===== config.mk =====
export PLATFORM = sky130hd
export DESIGN_NAME = sr_gate_seq
export DESIGN_NICKNAME = d
export VERILOG_FILES = /design/src/rtl/sr_pkg.sv /design/src/rtl/sr_sync.sv /design/src/rtl/sr_timer.sv /design/src/rtl/sr_fsm.sv /design/src/rtl/sr_gate_seq.sv
export SDC_FILE = /design/constraint.sdc
export NUM_CORES = 1
export LEC_CHECK = 0
export CAP_MARGIN = 0
export CORE_MARGIN = 2
export CORE_UTILIZATION = 53
export DETAILED_ROUTE_END_ITERATION = 16
export PLACE_DENSITY = 0.8
export SLEW_MARGIN = 0
export SYNTH_ARGS = -nofsm -noshare
export SYNTH_HDL_FRONTEND = slang
export SYNTH_SLANG_ARGS = --single-unit

===== constraint.sdc =====
create_clock -name clk -period 2.49 [get_ports clk]
set_input_delay 0.747 -clock clk [delete_from_list [all_inputs] [get_ports clk]]
set_output_delay 0.747 -clock clk [all_outputs]
set_load 0.005 [all_outputs]

===== src/rtl/sr_pkg.sv =====
package sr_pkg;

   localparam int STATE_W = 3;

   typedef enum logic [STATE_W-1:0] {
      ST_UV    = 3'd0,
      ST_SLEEP = 3'd1,
      ST_WAIT  = 3'd2,
      ST_ARMED = 3'd3,
      ST_ONB   = 3'd4,
      ST_ON    = 3'd5,
      ST_OFFB  = 3'd6
   } sr_state_e;

   localparam int FLAG_REARM = 0;
   localparam int FLAG_VON   = 1;
   localparam int FLAG_VOFF  = 2;
   localparam int FLAG_SUP   = 3;
   localparam int FLAG_EN    = 4;
   localparam int FLAG_SYNCN = 5;
   localparam int FLAG_N     = 6;

endpackage


===== src/rtl/sr_sync.sv =====
module sr_sync #(
   parameter int          W       = 6,
   parameter int          STAGES  = 2,
   parameter logic [W-1:0] RST_VAL = '0
) (
   input  logic         clk,
   input  logic         rst_n,
   input  logic [W-1:0] d_i,
   output logic [W-1:0] q_o
);

   generate
      if (STAGES < 2) begin : g_bad_stages
         $error("sr_sync: STAGES must be at least 2");
      end
      if (W < 1) begin : g_bad_width
         $error("sr_sync: W must be positive");
      end
   endgenerate

   logic [W-1:0] stg [STAGES];

   generate
      for (genvar i = 0; i < STAGES; i++) begin : g_stage
         if (i == 0) begin : g_first
            always_ff @(posedge clk or negedge rst_n) begin
               if (!rst_n) stg[0] <= RST_VAL;
               else        stg[0] <= d_i;
            end
         end else begin : g_next
            always_ff @(posedge clk or negedge rst_n) begin
               if (!rst_n) stg[i] <= RST_VAL;
               else        stg[i] <= stg[i-1];
            end
         end
      end
   endgenerate

   assign q_o = stg[STAGES-1];

endmodule


===== src/rtl/sr_timer.sv =====
module sr_timer #(
   parameter int W = 16
) (
   input  logic         clk,
   input  logic         rst_n,
   input  logic         load_i,
   input  logic [W-1:0] value_i,
   output logic         done_o
);

   generate
      if (W < 2) begin : g_bad_w
         $error("sr_timer: W must be at least 2");
      end
   endgenerate

   logic [W-1:0] cnt;

   always_ff @(posedge clk or negedge rst_n) begin
      if (!rst_n)           cnt <= '0;
      else if (load_i)      cnt <= value_i;
      else if (cnt != '0)   cnt <= cnt - 1'b1;
   end

   assign done_o = (cnt == '0);

   AST_TIMER_FLOOR: assert property (@(posedge clk) disable iff (!rst_n)
      (cnt == '0 && !load_i) |=> (cnt == '0));

   AST_TIMER_STEP: assert property (@(posedge clk) disable iff (!rst_n)
      (cnt != '0 && !load_i) |=> (cnt == $past(cnt) - 1'b1));

endmodule


===== src/rtl/sr_fsm.sv =====
module sr_fsm
   import sr_pkg::*;
(
   input  logic      clk,
   input  logic      rst_n,
   input  logic      s_rearm,
   input  logic      s_von,
   input  logic      s_voff,
   input  logic      s_supply,
   input  logic      s_enable,
   input  logic      s_sync_n,
   input  logic      ton_done,
   input  logic      toff_done,
   output sr_state_e state_o,
   output logic      ton_load_o,
   output logic      toff_load_o,
   output logic      light_load_o,
   output logic      skip_o
);

   sr_state_e st, st_n;
   logic      ll, ll_n;
   logic      early, early_n;
   logic      skip, skip_n;

   always_comb begin
      st_n        = st;
      ll_n        = ll;
      early_n     = early;
      skip_n      = skip;
      ton_load_o  = 1'b0;
      toff_load_o = 1'b0;
      if (!s_supply) begin
         st_n = ST_UV;
         ll_n = 1'b0;
      end else if (!s_enable) begin
         st_n = ST_SLEEP;
         ll_n = 1'b0;
      end else begin
         unique case (st)
            ST_UV, ST_SLEEP: st_n = ST_WAIT;
            ST_WAIT: begin
               if (s_rearm) begin
                  st_n        = ST_OFFB;
                  toff_load_o = 1'b1;
               end
            end
            ST_OFFB: begin
               if (toff_done) st_n = ST_ARMED;
            end
            ST_ARMED: begin
               if (s_sync_n && s_von) begin
                  st_n       = ST_ONB;
                  ton_load_o = 1'b1;
                  early_n    = 1'b0;
                  skip_n     = ll;
               end
            end
            ST_ONB: begin
               if (!s_sync_n) begin
                  st_n = ST_WAIT;
               end else begin
                  early_n = early | s_voff;
                  if (ton_done) st_n = ST_ON;
               end
            end
            ST_ON: begin
               if (!s_sync_n) begin
                  st_n = ST_WAIT;
               end else if (s_voff) begin
                  st_n = ST_WAIT;
                  ll_n = early;
               end
            end
            default: st_n = ST_UV;
         endcase
      end
   end

   always_ff @(posedge clk or negedge rst_n) begin
      if (!rst_n) begin
         st    <= ST_UV;
         ll    <= 1'b0;
         early <= 1'b0;
         skip  <= 1'b0;
      end else begin
         st    <= st_n;
         ll    <= ll_n;
         early <= early_n;
         skip  <= skip_n;
      end
   end

   assign state_o      = st;
   assign light_load_o = ll;
   assign skip_o       = skip;

   AST_UV_FIRST: assert property (@(posedge clk) disable iff (!rst_n)
      !s_supply |=> (st == ST_UV && !ll));

   AST_ARM_AFTER_OFFB: assert property (@(posedge clk) disable iff (!rst_n)
      (st == ST_ARMED && $past(st) != ST_ARMED) |-> ($past(st) == ST_OFFB && $past(toff_done)));

   AST_BLANK_HOLDS: assert property (@(posedge clk) disable iff (!rst_n)
      (st == ST_ONB && !ton_done && s_sync_n && s_supply && s_enable) |=> (st == ST_ONB));

   AST_SYNC_BLOCKS_ON: assert property (@(posedge clk) disable iff (!rst_n)
      (st == ST_ARMED && !s_sync_n) |=> (st != ST_ONB));

   AST_LL_SET_AT_EXIT: assert property (@(posedge clk) disable iff (!rst_n)
      $rose(ll) |-> ($past(st) == ST_ON));

endmodule


===== src/rtl/sr_gate_seq.sv =====
module sr_gate_seq
   import sr_pkg::*;
#(
   parameter int TIME_W      = 16,
   parameter int SYNC_STAGES = 2,
   parameter bit FAST_FORCE  = 1'b1
) (
   input  logic              clk,
   input  logic              rst_n,
   input  logic              rearm_i,
   input  logic              von_i,
   input  logic              voff_i,
   input  logic              supply_ok_i,
   input  logic              enable_i,
   input  logic              sync_n_i,
   input  logic [TIME_W-1:0] ton_cycles_i,
   input  logic [TIME_W-1:0] toff_cycles_i,
   output logic              gate_o,
   output logic [STATE_W-1:0] state_o,
   output logic              light_load_o
);

   localparam logic [FLAG_N-1:0] FLAG_RST = FLAG_N'(1) << FLAG_SYNCN;

   generate
      if (TIME_W < 2 || TIME_W > 32) begin : g_bad_time
         $error("sr_gate_seq: TIME_W out of range");
      end
   endgenerate

   logic [FLAG_N-1:0] raw_flags, s_flags;
   sr_state_e         st;
   logic              ton_load, toff_load, ton_done, toff_done;
   logic              skip, gate_int;

   assign raw_flags[FLAG_REARM] = rearm_i;
   assign raw_flags[FLAG_VON]   = von_i;
   assign raw_flags[FLAG_VOFF]  = voff_i;
   assign raw_flags[FLAG_SUP]   = supply_ok_i;
   assign raw_flags[FLAG_EN]    = enable_i;
   assign raw_flags[FLAG_SYNCN] = sync_n_i;

   sr_sync #(.W(FLAG_N), .STAGES(SYNC_STAGES), .RST_VAL(FLAG_RST)) u_sync (
      .clk   (clk),
      .rst_n (rst_n),
      .d_i   (raw_flags),
      .q_o   (s_flags)
   );

   sr_timer #(.W(TIME_W)) u_ton (
      .clk     (clk),
      .rst_n   (rst_n),
      .load_i  (ton_load),
      .value_i (ton_cycles_i),
      .done_o  (ton_done)
   );

   sr_timer #(.W(TIME_W)) u_toff (
      .clk     (clk),
      .rst_n   (rst_n),
      .load_i  (toff_load),
      .value_i (toff_cycles_i),
      .done_o  (toff_done)
   );

   sr_fsm u_fsm (
      .clk          (clk),
      .rst_n        (rst_n),
      .s_rearm      (s_flags[FLAG_REARM]),
      .s_von        (s_flags[FLAG_VON]),
      .s_voff       (s_flags[FLAG_VOFF]),
      .s_supply     (s_flags[FLAG_SUP]),
      .s_enable     (s_flags[FLAG_EN]),
      .s_sync_n     (s_flags[FLAG_SYNCN]),
      .ton_done     (ton_done),
      .toff_done    (toff_done),
      .state_o      (st),
      .ton_load_o   (ton_load),
      .toff_load_o  (toff_load),
      .light_load_o (light_load_o),
      .skip_o       (skip)
   );

   assign gate_int = (st == ST_ONB || st == ST_ON) && !skip;

   generate
      if (FAST_FORCE) begin : g_fast
         assign gate_o = gate_int & sync_n_i & supply_ok_i;
      end else begin : g_slow
         assign gate_o = gate_int;
      end
   endgenerate

   assign state_o = st;

   AST_SKIP_NO_GATE: assert property (@(posedge clk) disable iff (!rst_n)
      (skip && st == ST_ONB) |-> !gate_o);

   AST_OFFB_GATE_LOW: assert property (@(posedge clk) disable iff (!rst_n)
      (st == ST_OFFB || st == ST_ARMED || st == ST_WAIT) |-> !gate_o);

endmodule


# Word level (Yosys, flattened, before mapping)
# Index checks and enable logic that the tools add are counted.
# W data, S select, Z words.
[totals] register_bits=50 out_inout_bits=5
[classes] n_addsub=2 n_eq_ne=16 mux=30 bitwise=3 reduce_logical=17
[ops] operator="$mux W16" n=4
[ops] operator="$logic_not A16 Y1" n=2
[ops] operator="$reduce_bool A16 Y1" n=2
[ops] operator="$sub A16 B1 Y16 const B" n=2
[ops] operator="$mux W3" n=9
[ops] operator="$pmux W3 S6" n=1
[ops] operator="$mux W1" n=15
[ops] operator="$ne A5 B5 Y1 const B" n=2
[ops] operator="$reduce_and A5 Y1" n=2
[ops] operator="$eq A3 B3 Y1 const B" n=3
[ops] operator="$ne A4 B4 Y1 const B" n=2
[ops] operator="$eq A3 B2 Y1 const B" n=2
[ops] operator="$ne A3 B3 Y1 const B" n=2
[ops] operator="$reduce_bool A2 Y1" n=3
[ops] operator="$ne A2 B1 Y1 const B" n=2
[ops] operator="$ne A4 B3 Y1 const B" n=1
[ops] operator="$reduce_and A4 Y1" n=1
[ops] operator="$eq A3 B1 Y1 const B" n=1
[ops] operator="$logic_not A3 Y1" n=1
[ops] operator="$ne A3 B2 Y1 const B" n=1
[ops] operator="$reduce_and A3 Y1" n=1
[ops] operator="$and A1 B1 Y1" n=2
[ops] operator="$logic_and A1 B1 Y1" n=2
[ops] operator="$pmux W1 S2" n=1
[ops] operator="other kinds (4)" n=4

# Depth between registers and ports, before layout
[logic_depth] ltp_word=6 ltp_mapped=7

# By module
# From an unflattened synthesis, not the netlist that was laid out.
[unflattened] cells_unflattened=274 area_unflattened_um2=2766.4
[modules_own_cells] module="sr_timer at u_toff" instances=1 cells_each=104 area_each_um2=1006.0
[modules_own_cells] module="sr_timer at u_ton" instances=1 cells_each=107 area_each_um2=999.7
[modules_own_cells] module="sr_fsm" instances=1 cells_each=43 area_each_um2=400.4
[modules_own_cells] module="sr_sync" instances=1 cells_each=18 area_each_um2=347.8
[modules_own_cells] module="sr_gate_seq" instances=1 cells_each=2 area_each_um2=12.5

# Worst setup path after synthesis
# No wires, ideal clock.
[synth_timing] path_type="register to register" from="register u_toff.cnt[0]" to="register u_toff.cnt[1]" setup_time_ns=0.125 arrival_time_ns=1.669 required_ns=2.365 path_slack_ns=0.696 stages_incl_launch_ff=8 path_buffers=0 period_less_slack_ns=1.794 path_cell_list="dfrtp_1 -> inv_1 -> ha_1 -> nor3b_1 -> nand2_1 -> nor2_4 -> mux2i_1 -> mux2_4"
[synth_via] elab_chain_cells=3 elab_cells_between_ends=5 classes_between="1 x add/sub; 2 x mux; 2 x reduce/logical"
[synth_lines] item="start, declared" line="sr_timer.sv:17" rtl="logic [W-1:0] cnt;"
[synth_lines] item="start signal, assigned" line="sr_timer.sv:21" rtl="else if (load_i) cnt <= value_i;"
[synth_lines] item="start signal, assigned" line="sr_timer.sv:22" rtl="else if (cnt != '0) cnt <= cnt - 1'b1;"
[synth_lines] item="$sub A16 B1 Y16" line="sr_timer.sv:22"
[synth_lines] item="$mux W16" line="sr_timer.sv:22"
[synth_lines] item="$mux W16" line="sr_timer.sv:21"
# Parallel ways exist; a longest one is shown, timed or not. The select of a mux whose other input is x is not followed.
# A chain may end at the register's enable or synchronous reset.

# Worst setup path in the final report
[layout_timing] from="input supply_ok_i" to="output gate_o"
[layout_via] elab_chain_cells=1
[layout_lines] item="start, declared" line="sr_gate_seq.sv:13" rtl="input logic supply_ok_i,"
[layout_lines] item="$and A1 B1 Y1" line="sr_gate_seq.sv:88" rtl="assign gate_o = gate_int & sync_n_i & supply_ok_i;"
[layout_lines] item="end, declared" line="sr_gate_seq.sv:18" rtl="output logic gate_o,"
# Every way passes these cells.

==> key figures <==
Cells and area
  • Final core occ: around 68%
  • Most frequent cells in the layout: dfrtp_1 (48), clkdlybuf4s50_1 (42), nand2_1 (36)
  • P&R area growth vs syn: 23.5%
  • Layout cells sized above 1: 10.4%
  • Nets: between 300 and 400
  • Commonest non-fill, non-tap cell in the layout: dfrtp_1
  • Number of inserted diodes: 0

Route
  • Routed WL: 5280 um
  • DR WL/cell: 13.8 um
  • First-pass DRT Iterations: 4
  • Number of remaining DRC errors: 0
  • Starting DRT DRC Count: 203
  • Vias: 2101
  • Final ANT Viol Nets: 0
  • Drt via density: 5.49

Synthesis
  • Avg Inst Size Synth: between 9 and 10 um2
  • Synth Instances: about 270
  • Seq/Total Area, Yosys: 48.1%
  • Yosys synthesis warning count: 0
  • Syn Nets: 310
  • Ys async rst share: 100%
  • Top_reg_cell synth: dfrtp_1
  • Synthesized flop and latch total: 50
  • Distinct cell type count after synthesis: 47
  • Mapped Area: 2600 um2
  • Number of synthesized flops with an enable pin: 0

Floorplanning
  • I/O Pins: 45
  • Floorplan row count: 25
  • Die W: around 74 um
  • Starting Density: a little under three fifths
  • Core outline area: 4720 um2
  • Die Height: 74.1 um
  • Die area: approximately 5500 um2

CTS
  • Number of setup buffers added after CTS: 0
  • TritonCTS clock tree: built
  • Maximum clock path buffer count: 2
  • Worst-path clk slew: ~0.090 ns
  • Resized cells post-CTS: 1
  • Max H-tree Level: 2
  • Root Buffer: clkbuf_8
  • Worst-Skew Late Latency: a little over 0.3 ns
  • Hold buffers post-CTS: 0
  • Num CTS Buffers: 5
  • Clock Sinks: 50

Placed design
  • IO Port Bufs: 44
  • RD Place Congestion: 0.812
  • Worst slack at placement: -0.145 ns
  • Dpl hpwl: 3850 um

Worst setup path
  • Req. time, crit path: 1.74 ns
  • Kind of end point of the critical path: output port
  • CP Class: in2out
  • Arr. time, crit path: 1.61 ns
  • Worst-path fanout max: 2
  • Worst r2r path cells: 7
  • Startpoint type of the worst setup path: primary input

Global routing
  • GRT Util Overall: 21.5%
  • Antenna violations before repair: 0
  • Grt met1 use: 29.9%
  • Gr busiest metal: met2
  • Met3 usage: under 10%
  • Total grt overflow: 0
  • Largest net degree at the start of global routing: 51
  • Met2 GRT Util: 34.2%
  • Vias in the first global route: 2078
  • First-pass GRT wire length: 9160 um

STA
  • Fin crit share: 94.7%
  • Post-layout min period: roughly 2.4 ns
  • Clk_skew: ~0.011 ns
  • Setup violators final: 0
  • Final max-slew violation count: 0
  • Setup WS post-layout: 0.131 ns
  • Fmax: 424 MHz
  • RSZ-0062 raised after global routing: false
  • Slew @ Worst Pin: 0.637 ns
  • Final hold violations: 0
  • Rel. slew slack: a little under three fifths

Power and ir drop
  • Sw Ratio: 35.5%
  • Int Power: 1570 uW
  • NetSw: 865 uW
  • Leakage: about 0.0012 uW
  • Sequential power share: between 50% and 60%
  • Clk network pwr share: 19.3%
  • Logic pwr share: roughly 26%
  • PD cells: ~760 nW/um2
  • Peak VDD IR: 0.000503 V

Min path
  • WHS Path Cells: 0
  • Hold Crit Class: reg2reg

Job
  • Max-cap violations: 0

Status
  • Status: finished clean
[critical path, stage by stage]
cell and delay, ns:
clkdlybuf4s50_1 0.47, nand3_1 0.07, nor2_1 0.09, dlygate4sd2_1 0.23
[stage by stage]
step / area, um2 / setup TNS, ns / power (uW) / instances / hold WS (ns)
floorplan: 2610 / 0 / 1760 / 268 / 0.331
global placement: 3130 / -0.144 / 1940 / 375 / 0.332
detailed placement: 3130 / -0.145 / 1980 / 375 / 0.336
CTS: 3220 / 0 / 2460 / 383 / 0.357
global route: 3220 / 0 / 2610 / 383 / 0.369
finish: 3220 / 0 / 2440 / 383 / 0.353
[sequential cells by signal (all words and copies together) (netlist names)]
name and count:
u_fsm.state_o 3, u_ton.cnt 16, u_fsm.skip_o 1, u_sync.q_o 6
u_fsm.early 1, u_fsm.light_load_o 1, u_toff.cnt 16, u_sync.stg 6
[final cells by class]
cell class / count / area (um2)
Clock buffer: 5 / 68.8
Clock inverter: 3 / 21.3
Fill cell: 376 / 1510
Inverter: 7 / 26.3
Multi-Input combinational cell: 205 / 1300
Sequential cell: 50 / 1250
Tap cell: 67 / 83.8
Timing Repair Buffer: 46 / 462
[power by group through the flow]
stage | combinational, uW | sequential [uW] | clock, uW
after floorplan | 466 | 1290 | 0
after global placement | 600 | 1340 | 0
after detailed placement | 629 | 1350 | 0
after CTS | 631 | 1340 | 492
after global routing | 706 | 1380 | 526
final | 624 | 1340 | 471
[path summary, 6_finish.rpt]
check | start | slack (ns) | end
worst max-delay path | supply_ok_i | 0.13 | gate_o
worst min-delay path | u_sync.stg[10] | 0.35 | u_sync.q_o[4]
worst max register to register | u_toff.cnt[0] | 0.44 | u_toff.cnt[1]
worst min register to register | u_sync.stg[10] | 0.35 | u_sync.q_o[4]
max in group asynchronous | rst_n | 1.79 | u_sync.stg[11]
min in group asynchronous | rst_n | 0.41 | u_toff.cnt[8]
[metal layers]
metal	wire length, um	vias up
li1	-	1060
met1	2600	1007
met2	2490	32
met3	160	2
met4	31	0
met5	0	-
[synth_stat cells, drive strengths merged, types with 6 or more instances]
master   n  area [um2]
nand4    6        37.5
nand3    6        35.0
nor4     8         114
dfrtp   48        1200
xnor2    9        78.8
nor2    32         128
o21ai   17        85.1
nand2   37         141
inv      7        26.3
a31oi   14        87.6
xor2     6        52.6
o31ai   10        85.1
a21oi   10        50.1
nor3     7        61.3
[logic make-up (layout without fill, tap and decap cells)]
| group | after synthesis | in the layout | synth area share [%] |
|---|---|---|---|
| mux | 6 | 6 | 2.55 |
| buf+inv | 13 | 61 | 1.92 |
| simple gates | 123 | 123 | 27.1 |
| xor+xnor | 15 | 15 | 5.04 |
| fa+ha+maj | 2 | 2 | 0.960 |
| flops | 50 | 50 | 48.1 |
| compound gates | 59 | 59 | 14.3 |
Note: power is estimated with default switching activity, not from simulation.
